[src/rtl/cmd_arb_pkg.sv]
package cmd_arb_pkg;
  typedef enum logic [1:0] {
    ARB_ROUND_ROBIN = 2'd0,
    ARB_WRITE_FIRST = 2'd1,
    ARB_READ_FIRST  = 2'd2
  } arb_mode_e;
endpackage

[src/rtl/cmd_arb_select.sv]
module cmd_arb_select
  import cmd_arb_pkg::*;
#(
  parameter arb_mode_e ARB_MODE = ARB_ROUND_ROBIN
) (
  input  logic clk,
  input  logic rst,
  input  logic aw_valid,
  input  logic ar_valid,
  input  logic stage_ready,
  output logic aw_ready,
  output logic ar_ready,
  output logic pick_write,
  output logic req
);
  logic lock_q;
  logic lock_w_q;
  logic prio_w_q;
  logic accept;

  always_comb begin
    if (lock_q) begin
      pick_write = lock_w_q;
    end else if (aw_valid && ar_valid) begin
      case (ARB_MODE)
        ARB_WRITE_FIRST: pick_write = 1'b1;
        ARB_READ_FIRST:  pick_write = 1'b0;
        default:         pick_write = prio_w_q;
      endcase
    end else begin
      pick_write = aw_valid;
    end
  end

  assign req      = aw_valid | ar_valid;
  assign accept   = req & stage_ready;
  assign aw_ready = accept & pick_write;
  assign ar_ready = accept & ~pick_write;

  always_ff @(posedge clk) begin
    if (rst) begin
      lock_q   <= 1'b0;
      lock_w_q <= 1'b0;
      prio_w_q <= 1'b1;
    end else begin
      if (req && !stage_ready) begin
        lock_q   <= 1'b1;
        lock_w_q <= pick_write;
      end else if (accept) begin
        lock_q <= 1'b0;
      end
      if (accept) prio_w_q <= ~pick_write;
    end
  end

  // the two ready outputs never coincide
  assert_single_ready_R4: assert property (@(posedge clk) disable iff (rst)
    !(aw_ready && ar_ready));
  // a ready only when the downstream stage has room
  assert_ready_room_R4: assert property (@(posedge clk) disable iff (rst)
    (aw_ready || ar_ready) |-> stage_ready);

  generate
    if (ARB_MODE == ARB_WRITE_FIRST) begin : g_wf_chk
      assert_write_first_R2: assert property (@(posedge clk) disable iff (rst)
        (!lock_q && aw_valid && ar_valid) |-> !ar_ready);
    end else if (ARB_MODE == ARB_READ_FIRST) begin : g_rf_chk
      assert_read_first_R3: assert property (@(posedge clk) disable iff (rst)
        (!lock_q && aw_valid && ar_valid) |-> !aw_ready);
    end else begin : g_rr_chk
      assert_rr_handover_R1: assert property (@(posedge clk) disable iff (rst)
        (aw_ready && !lock_q) |=> (!lock_q && aw_valid && ar_valid) |-> !aw_ready);
    end
  endgenerate
endmodule

[src/rtl/cmd_pack.sv]
module cmd_pack #(
  parameter int ID_W        = 4,
  parameter int WORD_ADDR_W = 10,
  parameter int BYTE_LSB    = 2,
  parameter int LEN_W       = 8,
  localparam int AXI_ADDR_W = WORD_ADDR_W + BYTE_LSB,
  localparam int SIZE_W     = LEN_W + 1,
  localparam int PAY_W      = 1 + ID_W + WORD_ADDR_W + SIZE_W
) (
  input  logic                  pick_write,
  input  logic [ID_W-1:0]       aw_id,
  input  logic [AXI_ADDR_W-1:0] aw_addr,
  input  logic [LEN_W-1:0]      aw_len,
  input  logic [ID_W-1:0]       ar_id,
  input  logic [AXI_ADDR_W-1:0] ar_addr,
  input  logic [LEN_W-1:0]      ar_len,
  output logic [PAY_W-1:0]      payload
);
  logic [ID_W-1:0]       sel_id;
  logic [AXI_ADDR_W-1:0] sel_addr;
  logic [LEN_W-1:0]      sel_len;
  logic [WORD_ADDR_W-1:0] word_addr;
  logic [SIZE_W-1:0]     burst_size;

  always_comb begin
    sel_id   = pick_write ? aw_id   : ar_id;
    sel_addr = pick_write ? aw_addr : ar_addr;
    sel_len  = pick_write ? aw_len  : ar_len;
  end

  assign word_addr  = sel_addr[AXI_ADDR_W-1:BYTE_LSB];
  assign burst_size = {1'b0, sel_len} + SIZE_W'(1);
  assign payload    = {pick_write, sel_id, word_addr, burst_size};
endmodule

[src/rtl/cmd_out_stage.sv]
module cmd_out_stage #(
  parameter int PAY_W   = 24,
  parameter int OUT_REG = 1
) (
  input  logic             clk,
  input  logic             rst,
  input  logic             in_valid,
  input  logic [PAY_W-1:0] in_payload,
  output logic             stage_ready,
  output logic             out_valid,
  input  logic             out_ready,
  output logic [PAY_W-1:0] out_payload
);
  generate
    if (OUT_REG != 0) begin : g_reg
      logic             vld_q;
      logic [PAY_W-1:0] pay_q;
      assign stage_ready = ~vld_q | out_ready;
      always_ff @(posedge clk) begin
        if (rst) begin
          vld_q <= 1'b0;
          pay_q <= '0;
        end else if (stage_ready) begin
          vld_q <= in_valid;
          if (in_valid) pay_q <= in_payload;
        end
      end
      assign out_valid   = vld_q;
      assign out_payload = pay_q;
      // an accepted command shows up one edge later
      assert_reg_latency_R9: assert property (@(posedge clk) disable iff (rst)
        (in_valid && stage_ready) |=> out_valid);
    end else begin : g_comb
      assign stage_ready = out_ready;
      assign out_valid   = in_valid;
      assign out_payload = in_payload;
      // no room downstream means nothing is taken upstream
      assert_comb_pass_R9: assert property (@(posedge clk) disable iff (rst)
        (in_valid && !out_ready) |-> !stage_ready);
    end
  endgenerate
endmodule

[src/rtl/axi_cmd_merge.sv]
module axi_cmd_merge
  import cmd_arb_pkg::*;
#(
  parameter int        ID_W        = 4,
  parameter int        DATA_W      = 32,
  parameter int        WORD_ADDR_W = 10,
  parameter int        LEN_W       = 8,
  parameter arb_mode_e ARB_MODE    = ARB_ROUND_ROBIN,
  parameter int        OUT_REG     = 1,
  localparam int BYTE_LSB   = $clog2(DATA_W / 8),
  localparam int AXI_ADDR_W = WORD_ADDR_W + BYTE_LSB,
  localparam int SIZE_W     = LEN_W + 1,
  localparam int PAY_W      = 1 + ID_W + WORD_ADDR_W + SIZE_W
) (
  input  logic                   clk,
  input  logic                   rst,
  input  logic                   aw_valid,
  output logic                   aw_ready,
  input  logic [ID_W-1:0]        aw_id,
  input  logic [AXI_ADDR_W-1:0]  aw_addr,
  input  logic [LEN_W-1:0]       aw_len,
  input  logic                   ar_valid,
  output logic                   ar_ready,
  input  logic [ID_W-1:0]        ar_id,
  input  logic [AXI_ADDR_W-1:0]  ar_addr,
  input  logic [LEN_W-1:0]       ar_len,
  output logic                   cmd_valid,
  input  logic                   cmd_ready,
  output logic                   cmd_write,
  output logic [ID_W-1:0]        cmd_id,
  output logic [WORD_ADDR_W-1:0] cmd_word_addr,
  output logic [SIZE_W-1:0]      cmd_burst_size
);
  logic             stage_ready;
  logic             pick_write;
  logic             req;
  logic [PAY_W-1:0] grant_payload;
  logic [PAY_W-1:0] out_payload;

  cmd_arb_select #(.ARB_MODE(ARB_MODE)) u_select (
    .clk(clk), .rst(rst),
    .aw_valid(aw_valid), .ar_valid(ar_valid),
    .stage_ready(stage_ready),
    .aw_ready(aw_ready), .ar_ready(ar_ready),
    .pick_write(pick_write), .req(req)
  );

  cmd_pack #(.ID_W(ID_W), .WORD_ADDR_W(WORD_ADDR_W), .BYTE_LSB(BYTE_LSB), .LEN_W(LEN_W)) u_pack (
    .pick_write(pick_write),
    .aw_id(aw_id), .aw_addr(aw_addr), .aw_len(aw_len),
    .ar_id(ar_id), .ar_addr(ar_addr), .ar_len(ar_len),
    .payload(grant_payload)
  );

  cmd_out_stage #(.PAY_W(PAY_W), .OUT_REG(OUT_REG)) u_out (
    .clk(clk), .rst(rst),
    .in_valid(req), .in_payload(grant_payload),
    .stage_ready(stage_ready),
    .out_valid(cmd_valid), .out_ready(cmd_ready),
    .out_payload(out_payload)
  );

  assign {cmd_write, cmd_id, cmd_word_addr, cmd_burst_size} = out_payload;

  // a stalled command keeps every field
  assert_cmd_hold_R5: assert property (@(posedge clk) disable iff (rst)
    (cmd_valid && !cmd_ready) |=> (cmd_valid && $stable(cmd_write) && $stable(cmd_id)
      && $stable(cmd_word_addr) && $stable(cmd_burst_size)));
  // a burst always carries at least one beat
  assert_size_nonzero_R7: assert property (@(posedge clk) disable iff (rst)
    cmd_valid |-> (cmd_burst_size != '0));
endmodule

[config.mk]
export PLATFORM = sky130hd
export DESIGN_NAME = axi_cmd_merge
export DESIGN_NICKNAME = d
export VERILOG_FILES = /design/src/rtl/cmd_arb_pkg.sv /design/src/rtl/cmd_arb_select.sv /design/src/rtl/cmd_pack.sv /design/src/rtl/cmd_out_stage.sv /design/src/rtl/axi_cmd_merge.sv
export SDC_FILE = /design/constraint.sdc
export NUM_CORES = 1
export LEC_CHECK = 0
export ABC_AREA = 1
export ABC_CLOCK_PERIOD_IN_PS = 3700
export BUFFER_PORTS_ARGS = -buffer_cell sky130_fd_sc_hd__buf_2
export CAP_MARGIN = 25
export CORE_MARGIN = 1
export CORE_UTILIZATION = 40
export DETAILED_ROUTE_END_ITERATION = 7
export GPL_ROUTABILITY_DRIVEN = 1
export MAX_ROUTING_LAYER = met4
export PLACE_DENSITY = 0.76
export REMOVE_ABC_BUFFERS = 1
export SETUP_SLACK_MARGIN = 0.15
export SYNTH_ARGS = -nofsm -noshare
export SYNTH_HDL_FRONTEND = slang
export SYNTH_HIERARCHICAL = 1
export SYNTH_SLANG_ARGS = --single-unit
[constraint.sdc]
create_clock -name clk -period 3.7 [get_ports clk]
set_input_delay 0.37 -clock clk [delete_from_list [all_inputs] [get_ports clk]]
set_output_delay 0.37 -clock clk [all_outputs]
set_load 0.02 [all_outputs]
==> impl_metrics.xml, run 1 <==
<?xml version="1.0" encoding="UTF-8"?>
<metrics>
  <group name="run_status">
    <metric name="outcome" unit="">finished clean</metric>
  </group>
  <group name="grt">
    <metric name="global_route.overflow_total" unit="">0</metric>
    <metric name="number_of_global_route_vias_before_repair" unit="">1525</metric>
    <metric name="grt_max_degree" unit="">53</metric>
    <metric name="grt_antenna_before_repair" unit="">0</metric>
    <metric name="grt_first_pass_wirelength" unit="mm">6.28</metric>
    <metric name="grtUsageTotal" unit="%">17.9</metric>
  </group>
  <group name="route">
    <metric name="vias" unit="">1826</metric>
    <metric name="wl" unit="mm">3.87</metric>
    <metric name="detail_route.iter0.violations" unit="">79</metric>
    <metric name="count_of_unresolved_drc_violations_after_routing" unit="">0</metric>
    <metric name="mean_number_of_vias_per_cell" unit="">4.50</metric>
    <metric name="drt-wirelength-per-cell" unit="um">9.53</metric>
    <metric name="drt-pass1-iter-count" unit="">4</metric>
    <metric name="final_antenna_net_count" unit="">0</metric>
  </group>
  <group name="place">
    <metric name="finalWeightedCongestion" unit="">0.718</metric>
    <metric name="post-dp-hpwl" unit="mm">2.64</metric>
    <metric name="preCtsSetupSlack" unit="ps">1020</metric>
    <metric name="io_port_bufs" unit="">75</metric>
    <metric name="dpl.cell_count" unit="">402</metric>
  </group>
  <group name="sta">
    <metric name="final-hold-violation-count" unit="">0</metric>
    <metric name="slew-limit-headroom" unit="%">37.4</metric>
    <metric name="rsz0062_at_grt" unit="">false</metric>
    <metric name="hold_ws" unit="ps">305</metric>
    <metric name="finClkSkew" unit="ps">2.58</metric>
    <metric name="tns" unit="ps">0</metric>
    <metric name="tightest_slew" unit="ps">935</metric>
    <metric name="highest_attainable_clock_frequency" unit="GHz">0.402</metric>
    <metric name="layout_setup_ws" unit="ps">1210</metric>
    <metric name="post-route-period-util" unit="%">67.2</metric>
    <metric name="final_max_slew_viol_count" unit="">0</metric>
    <metric name="min_period" unit="ps">2490</metric>
    <metric name="finalSetupViolCount" unit="">0</metric>
  </group>
  <group name="pwr">
    <metric name="power.static_leakage" unit="nW">1.33</metric>
    <metric name="power" unit="uW">847</metric>
    <metric name="powerDensity" unit="nW/um2">388</metric>
    <metric name="vdd_drop_max" unit="uV">156</metric>
  </group>
  <group name="floorplan">
    <metric name="die_x" unit="um">68.7</metric>
    <metric name="floorplan.initialDensity" unit="%">43.0</metric>
    <metric name="placementRows" unit="">23</metric>
    <metric name="design.core.area" unit="um2">4140</metric>
    <metric name="top_level_ports" unit="">80</metric>
    <metric name="fp.dieH" unit="um">68.7</metric>
    <metric name="floorplan.die_area" unit="um2">4720</metric>
  </group>
  <group name="setup_path">
    <metric name="crit_path_start_kind" unit="">register</metric>
    <metric name="critical_path_arrival" unit="ps">2660</metric>
    <metric name="timing.reg2reg.worst_path_depth" unit="">17</metric>
    <metric name="timing.rr.end" unit="">u_out/out_payload[6]$_SDFFE_PP0P_</metric>
    <metric name="critPathTopFamily" unit="">simple AND/OR/NAND/NOR gates</metric>
    <metric name="path_common_cell" unit="">sky130_fd_sc_hd__nand2_1</metric>
    <metric name="worstSetupPathType" unit="">reg2reg</metric>
    <metric name="critical_path.cell_chain" unit="">inv_1 &gt; nand2_1 &gt; nand2_2 &gt; nand2_2 &gt; inv_2 &gt; nand2_1 &gt; nand2_2 &gt; ha_1 &gt; nand2_1 &gt; nor2_2 &gt; nand2_1 &gt; nand2_1 &gt; nand2_1 &gt; inv_1 &gt; nand3_1 &gt; nand2_1 &gt; nor2_1</metric>
    <metric name="crit_buf_inv" unit="">3</metric>
    <metric name="crit_path_end_kind" unit="">register</metric>
    <metric name="largest_stage_delay_worst_path" unit="ps">440</metric>
    <metric name="crit-reg2reg-launch" unit="">u_select/prio_w_q$_SDFFE_PP1N_</metric>
    <metric name="r2r_slack" unit="ps">1210</metric>
    <metric name="path_max_fanout" unit="">25</metric>
    <metric name="cpMaxStageDelayCell" unit="">sky130_fd_sc_hd__inv_2</metric>
    <metric name="critical_path_rt" unit="ps">3870</metric>
  </group>
  <group name="synth">
    <metric name="post_synth_instance_area" unit="um2">1780</metric>
    <metric name="synth_compound_gate_area_share" unit="%">8.85</metric>
    <metric name="syn_inst" unit="">294</metric>
    <metric name="synth_xor_xnor_area_share" unit="%">1.48</metric>
    <metric name="synth_fa_ha_area_share" unit="%">0.703</metric>
    <metric name="synth.mux.area_fraction" unit="%">0</metric>
    <metric name="main_combinational_cell_family_by_area_after_synthesis" unit="">simple AND/OR/NAND/NOR gates</metric>
    <metric name="synth_area_per_cell" unit="um2">6.06</metric>
    <metric name="synthesized_area_fraction_occupied_by_and_or_nand_nor_cells" unit="%">42.7</metric>
    <metric name="yosysSeqAreaShare" unit="%">31.5</metric>
    <metric name="ys_warn_count" unit="">6</metric>
    <metric name="postSynthRegisterBits" unit="">28</metric>
    <metric name="synth.distinct_cells" unit="">23</metric>
  </group>
  <group name="clock_tree">
    <metric name="number_of_buffers_inserted_during_clock_tree_synthesis" unit="">3</metric>
    <metric name="ctsResizeCount" unit="">0</metric>
    <metric name="post_cts_hold_buffers" unit="">0</metric>
    <metric name="root_buffer" unit="">sky130_fd_sc_hd__clkbuf_8</metric>
    <metric name="cts_setup_buffers" unit="">0</metric>
    <metric name="tritoncts" unit="">yes</metric>
    <metric name="clk_sink_count" unit="">28</metric>
    <metric name="clock_path_buffers" unit="">2</metric>
    <metric name="clock_insertion_delay_worst_skew" unit="ps">270</metric>
    <metric name="htree_levels" unit="">1</metric>
    <metric name="cts.clk_slew.worst_paths" unit="ps">90</metric>
  </group>
  <group name="final_layout">
    <metric name="nFillCells" unit="">434</metric>
    <metric name="drive_above_1_share" unit="%">29.2</metric>
    <metric name="finalNetCount" unit="">411</metric>
    <metric name="antenna-diode-count" unit="">0</metric>
    <metric name="growth_of_design_area_from_synthesis_to_finish" unit="%">22.6</metric>
    <metric name="layoutNonFillerInstCount" unit="">406</metric>
  </group>
  <group name="min_path">
    <metric name="hp-class" unit="">in2reg</metric>
    <metric name="hold-path-endpoint" unit="">u_out/out_valid$_SDFFE_PP0P_</metric>
    <metric name="worstHoldPathCells" unit="">2</metric>
    <metric name="holdCritStartpoint" unit="">rst</metric>
  </group>
  <group name="job">
    <metric name="cap_violations" unit="">0</metric>
  </group>
</metrics>
==> cell usage after synthesis <==
cell                       instances  area, um2
sky130_fd_sc_hd__nand2_1         100        375
sky130_fd_sc_hd__inv_1            36        135
sky130_fd_sc_hd__dfxtp_1          28        561
sky130_fd_sc_hd__nor2_1           28        105
sky130_fd_sc_hd__nand3_1          27        135
sky130_fd_sc_hd__a21oi_1          26        130
sky130_fd_sc_hd__buf_2            12       60.1
sky130_fd_sc_hd__nand2_2           7       43.8
sky130_fd_sc_hd__nor2_2            5       31.3
sky130_fd_sc_hd__inv_2             4       15.0
sky130_fd_sc_hd__buf_6             3       33.8
sky130_fd_sc_hd__nand2_4           3       33.8
sky130_fd_sc_hd__xor2_1            3       26.3
sky130_fd_sc_hd__buf_4             2       15.0
sky130_fd_sc_hd__o21ai_0           2       10.0
sky130_fd_sc_hd__a21oi_2           1       8.76
sky130_fd_sc_hd__clkinv_2          1       5.00
sky130_fd_sc_hd__ha_1              1       12.5
sky130_fd_sc_hd__nand3_2           1       10.0
sky130_fd_sc_hd__nand3b_1          1       7.51
sky130_fd_sc_hd__nor2_4            1       11.3
sky130_fd_sc_hd__o21ai_2           1       8.76
sky130_fd_sc_hd__or2_1             1       6.26
==> worst max-delay path by stage <==
stage	start	endpoint	cells past startpoint
floorplan	aw_valid	u_out/out_payload[6]$_SDFFE_PP0P_	17
global placement	aw_valid	u_out/out_payload[6]$_SDFFE_PP0P_	18
detailed placement	aw_valid	u_out/out_payload[6]$_SDFFE_PP0P_	18
CTS	u_select/prio_w_q$_SDFFE_PP1N_	u_out/out_payload[6]$_SDFFE_PP0P_	17
global route	u_select/prio_w_q$_SDFFE_PP1N_	u_out/out_payload[6]$_SDFFE_PP0P_	17
finish	u_select/prio_w_q$_SDFFE_PP1N_	u_out/out_payload[6]$_SDFFE_PP0P_	17
==> sequential cells by signal, summed over array words and instances (netlist names) <==
name / flops
u_select/prio_w_q: 1
u_out/out_valid: 1
u_select/lock_q: 1
u_out/out_payload: 24
u_select/lock_w_q: 1
==> placed cells by master (no fill, tap or decap), types with 2 or more instances in the layout <==
master / netlist / routed
sky130_fd_sc_hd__nor2_1: 28 / 28
sky130_fd_sc_hd__nor2_2: 5 / 5
sky130_fd_sc_hd__clkbuf_8: 0 / 3
sky130_fd_sc_hd__o21ai_0: 2 / 2
sky130_fd_sc_hd__nand2_2: 7 / 8
sky130_fd_sc_hd__a21oi_1: 26 / 26
sky130_fd_sc_hd__inv_2: 4 / 4
sky130_fd_sc_hd__buf_2: 12 / 75
sky130_fd_sc_hd__nand2_4: 3 / 3
sky130_fd_sc_hd__nand2_1: 100 / 99
sky130_fd_sc_hd__xor2_1: 3 / 3
sky130_fd_sc_hd__nand3_1: 27 / 27
sky130_fd_sc_hd__inv_1: 36 / 36
sky130_fd_sc_hd__dfxtp_1: 28 / 28
==> layout make-up <==
| class | count | area (um2) | area share, % |
|---|---|---|---|
| clock buffers | 3 | 41.3 | 1.89 |
| clock inverters | 1 | 30.0 | 1.38 |
| inverters | 41 | 155 | 7.11 |
| multi-input cells | 208 | 958 | 43.9 |
| flip-flops and latches | 28 | 561 | 25.7 |
| well taps | 50 | 62.6 | 2.87 |
| repair buffers | 75 | 375 | 17.2 |
==> cell families (layout without fill, tap and decap cells) <==
kind of cell    after synthesis  in the layout
simple gates                174            174
buf+inv                      58            120
compound gates               30             30
flops                        28             28
xor+xnor                      3              3
fa+ha+maj                     1              1
==> per-layer routing <==
metal  part of all wire [%]  GRT usage (%)
met2                     49           33.3
met3                    5.0           2.14
met4                   0.70           5.36
met1                     46           19.7
met5                      0              -
==> where the power goes <==
group | total [mW] | internal [mW] | switching (mW)
Combinational | 0.265 | 0.0984 | 0.166
Sequential | 0.346 | 0.331 | 0.0146
Clock | 0.237 | 0.145 | 0.0921
==> per-stage QoR <==
stage                     cell area [um2]  util (%)
after floorplan                      1670         -
after global placement               2110      51.0
after detailed placement             2110      51.0
after CTS                            2180      52.7
after global routing                 2180      52.7
final                                2180      52.7
No activity file was read; power rests on OpenSTA's default activity.
==> run 2, diff against run 1 <==
--- a/config.mk
+++ b/config.mk
@@ -6,7 +6,7 @@
 export NUM_CORES = 1
 export LEC_CHECK = 0
 export ABC_AREA = 1
-export ABC_CLOCK_PERIOD_IN_PS = 3700
+export ABC_CLOCK_PERIOD_IN_PS = 2390
 export BUFFER_PORTS_ARGS = -buffer_cell sky130_fd_sc_hd__buf_2
 export CAP_MARGIN = 25
 export CORE_MARGIN = 1
==> constraint.sdc (replaced) <==
create_clock -name clk -period 2.39 [get_ports clk]
set_input_delay 0.239 -clock clk [delete_from_list [all_inputs] [get_ports clk]]
set_output_delay 0.239 -clock clk [all_outputs]
set_load 0.02 [all_outputs]
==> run 2 against run 1 <==
Net effect: first-iteration DRC count is 23% higher; combinational power rose by 57%; register-to-register slack got worse by 750 ps; via count increased by 0.16%; largest cell class unchanged; clock skew is 1.2 ps lower.
==> impl_metrics.xml, run 2 (synthesis gave the netlist of run 1 again) <==
<?xml version="1.0" encoding="UTF-8"?>
<metrics>
  <group name="setup_path">
    <metric name="path_max_fanout" unit="">21</metric>
    <metric name="crit_path_end_kind" unit="">register</metric>
    <metric name="worstSetupPathType" unit="">reg2reg</metric>
    <metric name="critical_path_arrival" unit="ps">2090</metric>
    <metric name="critical_path_rt" unit="ps">2560</metric>
    <metric name="crit_path_start_kind" unit="">register</metric>
  </group>
  <group name="route">
    <metric name="count_of_unresolved_drc_violations_after_routing" unit="">0</metric>
    <metric name="drt-pass1-iter-count" unit="">4</metric>
    <metric name="drt-wirelength-per-cell" unit="um">9.41</metric>
    <metric name="detail_route.iter0.violations" unit="">97</metric>
    <metric name="vias" unit="">1829</metric>
    <metric name="final_antenna_net_count" unit="">0</metric>
    <metric name="mean_number_of_vias_per_cell" unit="">4.48</metric>
    <metric name="wl" unit="mm">3.84</metric>
  </group>
  <group name="grt">
    <metric name="number_of_global_route_vias_before_repair" unit="">1407</metric>
    <metric name="grt_antenna_before_repair" unit="">0</metric>
    <metric name="grtUsageTotal" unit="%">16.7</metric>
    <metric name="global_route.overflow_total" unit="">0</metric>
    <metric name="grt_first_pass_wirelength" unit="mm">5.89</metric>
    <metric name="grt_max_degree" unit="">53</metric>
  </group>
  <group name="floorplan">
    <metric name="die_x" unit="um">68.7</metric>
    <metric name="placementRows" unit="">23</metric>
    <metric name="floorplan.initialDensity" unit="%">43.0</metric>
    <metric name="floorplan.die_area" unit="um2">4720</metric>
    <metric name="top_level_ports" unit="">80</metric>
    <metric name="design.core.area" unit="um2">4140</metric>
    <metric name="fp.dieH" unit="um">68.7</metric>
  </group>
  <group name="pwr">
    <metric name="pwr-share-comb" unit="%">34.7</metric>
    <metric name="power.clock.fraction" unit="%">20.5</metric>
    <metric name="netSwitchingFraction" unit="%">34.5</metric>
    <metric name="power.sequential.fraction" unit="%">44.8</metric>
    <metric name="total_switching_power" unit="uW">413</metric>
    <metric name="power.static_leakage" unit="nW">1.33</metric>
    <metric name="vdd_drop_max" unit="uV">228</metric>
    <metric name="internal-power" unit="uW">783</metric>
    <metric name="powerDensity" unit="nW/um2">550</metric>
  </group>
  <group name="sta">
    <metric name="highest_attainable_clock_frequency" unit="GHz">0.519</metric>
    <metric name="final-hold-violation-count" unit="">0</metric>
    <metric name="min_period" unit="ps">1930</metric>
    <metric name="finClkSkew" unit="ps">1.43</metric>
    <metric name="slew-limit-headroom" unit="%">48.3</metric>
    <metric name="finalSetupViolCount" unit="">0</metric>
    <metric name="final_max_slew_viol_count" unit="">0</metric>
    <metric name="hold_ws" unit="ps">174</metric>
    <metric name="tns" unit="ps">0</metric>
    <metric name="rsz0062_at_grt" unit="">false</metric>
    <metric name="post-route-period-util" unit="%">80.6</metric>
    <metric name="tightest_slew" unit="ps">775</metric>
  </group>
  <group name="final_layout">
    <metric name="nFillCells" unit="">459</metric>
    <metric name="most_common_cell_after_layout_fill_and_taps_aside" unit="">sky130_fd_sc_hd__nand2_1</metric>
    <metric name="seqCellArea" unit="um2">561</metric>
    <metric name="final_cell_mix" unit="">sky130_fd_sc_hd__nand2_1 (99), sky130_fd_sc_hd__buf_2 (75), sky130_fd_sc_hd__inv_1 (36), sky130_fd_sc_hd__nor2_1 (28), sky130_fd_sc_hd__dfxtp_1 (28)</metric>
    <metric name="growth_of_design_area_from_synthesis_to_finish" unit="%">22.2</metric>
    <metric name="largest_reg_flops" unit="">24</metric>
    <metric name="final_cell_area" unit="um2">2180</metric>
    <metric name="antenna-diode-count" unit="">0</metric>
    <metric name="multi_input_comb_area" unit="um2">958</metric>
    <metric name="drive_above_1_share" unit="%">29.6</metric>
    <metric name="finalNetCount" unit="">414</metric>
  </group>
  <group name="clock_tree">
    <metric name="clock_insertion_delay_worst_skew" unit="ps">260</metric>
    <metric name="clock_path_buffers" unit="">2</metric>
    <metric name="clk_sink_count" unit="">28</metric>
    <metric name="cts.clk_slew.worst_paths" unit="ps">90</metric>
    <metric name="number_of_buffers_inserted_during_clock_tree_synthesis" unit="">3</metric>
    <metric name="ctsResizeCount" unit="">0</metric>
    <metric name="cts_setup_buffers" unit="">0</metric>
    <metric name="htree_levels" unit="">1</metric>
    <metric name="root_buffer" unit="">sky130_fd_sc_hd__clkbuf_8</metric>
    <metric name="post_cts_hold_buffers" unit="">0</metric>
    <metric name="tritoncts" unit="">yes</metric>
  </group>
  <group name="run_status">
    <metric name="outcome" unit="">finished clean</metric>
  </group>
  <group name="place">
    <metric name="post-dp-hpwl" unit="mm">2.75</metric>
    <metric name="finalWeightedCongestion" unit="">0.737</metric>
    <metric name="placed_area" unit="um2">2130</metric>
    <metric name="io_port_bufs" unit="">75</metric>
  </group>
  <group name="job">
    <metric name="cap_violations" unit="">0</metric>
  </group>
  <group name="min_path">
    <metric name="hp-class" unit="">in2reg</metric>
  </group>
</metrics>
[run 2: cell count changes in the layout (fill, tap and decap cells not counted), sizes merged]
cell and delta:
buf +3, bufinv -1
[run 2: area by class of cell]
| cell class | count | area share (%) |
|---|---|---|
| flip-flops and latches | 28 | 25.8 |
| inverters | 41 | 7.13 |
| repair buffers | 78 | 18.3 |
| clock buffers | 3 | 1.90 |
| multi-input cells | 208 | 44.0 |
| well taps | 50 | 2.88 |
[run 2: metrics by stage]
step                std cells  setup slack [ps]  util, %  power [mW]
floorplan                 277               355        -       0.832
finish                    408               464     52.5        1.20
detailed placement        405               428     51.5       0.965
global route              408               152     52.5        1.30
global placement          405               490     51.5       0.957
CTS                       408               430     52.5        1.22
[run 2: power by group through the flow]
stage	clock, mW	combinational, mW	sequential, mW
floorplan	0	0.234	0.599
global route	0.280	0.475	0.542
finish	0.245	0.415	0.535
CTS	0.263	0.419	0.536
detailed placement	0	0.419	0.547
global placement	0	0.411	0.546
[run 2: per-layer routing]
layer | GRT usage, % | share of wire, %
met1 | 20.1 | 47
met2 | 28.7 | 46
met3 | 2.14 | 6.8
met4 | 5.87 | 0.70
met5 | - | 0
[run 2: final timing paths]
kind	endpoint	slack (ps)	cells after the start	startpoint
max	u_out/out_payload[6]$_SDFFE_PP0P_	460	16	u_select/prio_w_q$_SDFFE_PP1N_
max reg2reg	u_out/out_payload[6]$_SDFFE_PP0P_	460	16	u_select/prio_w_q$_SDFFE_PP1N_
min	u_out/out_valid$_SDFFE_PP0P_	170	2	rst
min reg2reg	u_select/prio_w_q$_SDFFE_PP1N_	480	2	u_select/prio_w_q$_SDFFE_PP1N_
[run 2: critical path: stages (launching register included)]
cell and delay [ps]:
sky130_fd_sc_hd__dfxtp_1 360, sky130_fd_sc_hd__inv_1 40, sky130_fd_sc_hd__nand2_1 60, sky130_fd_sc_hd__nand2_2 80
sky130_fd_sc_hd__nand2_2 130, sky130_fd_sc_hd__buf_4 280, sky130_fd_sc_hd__nand2_1 80, sky130_fd_sc_hd__nand2_1 100
sky130_fd_sc_hd__inv_1 70, sky130_fd_sc_hd__nor2_2 190, sky130_fd_sc_hd__nand2_1 80, sky130_fd_sc_hd__nand2_1 70
sky130_fd_sc_hd__nand2_1 40, sky130_fd_sc_hd__inv_1 40, sky130_fd_sc_hd__nand3_1 70, sky130_fd_sc_hd__nand2_1 90
sky130_fd_sc_hd__nor2_1 50
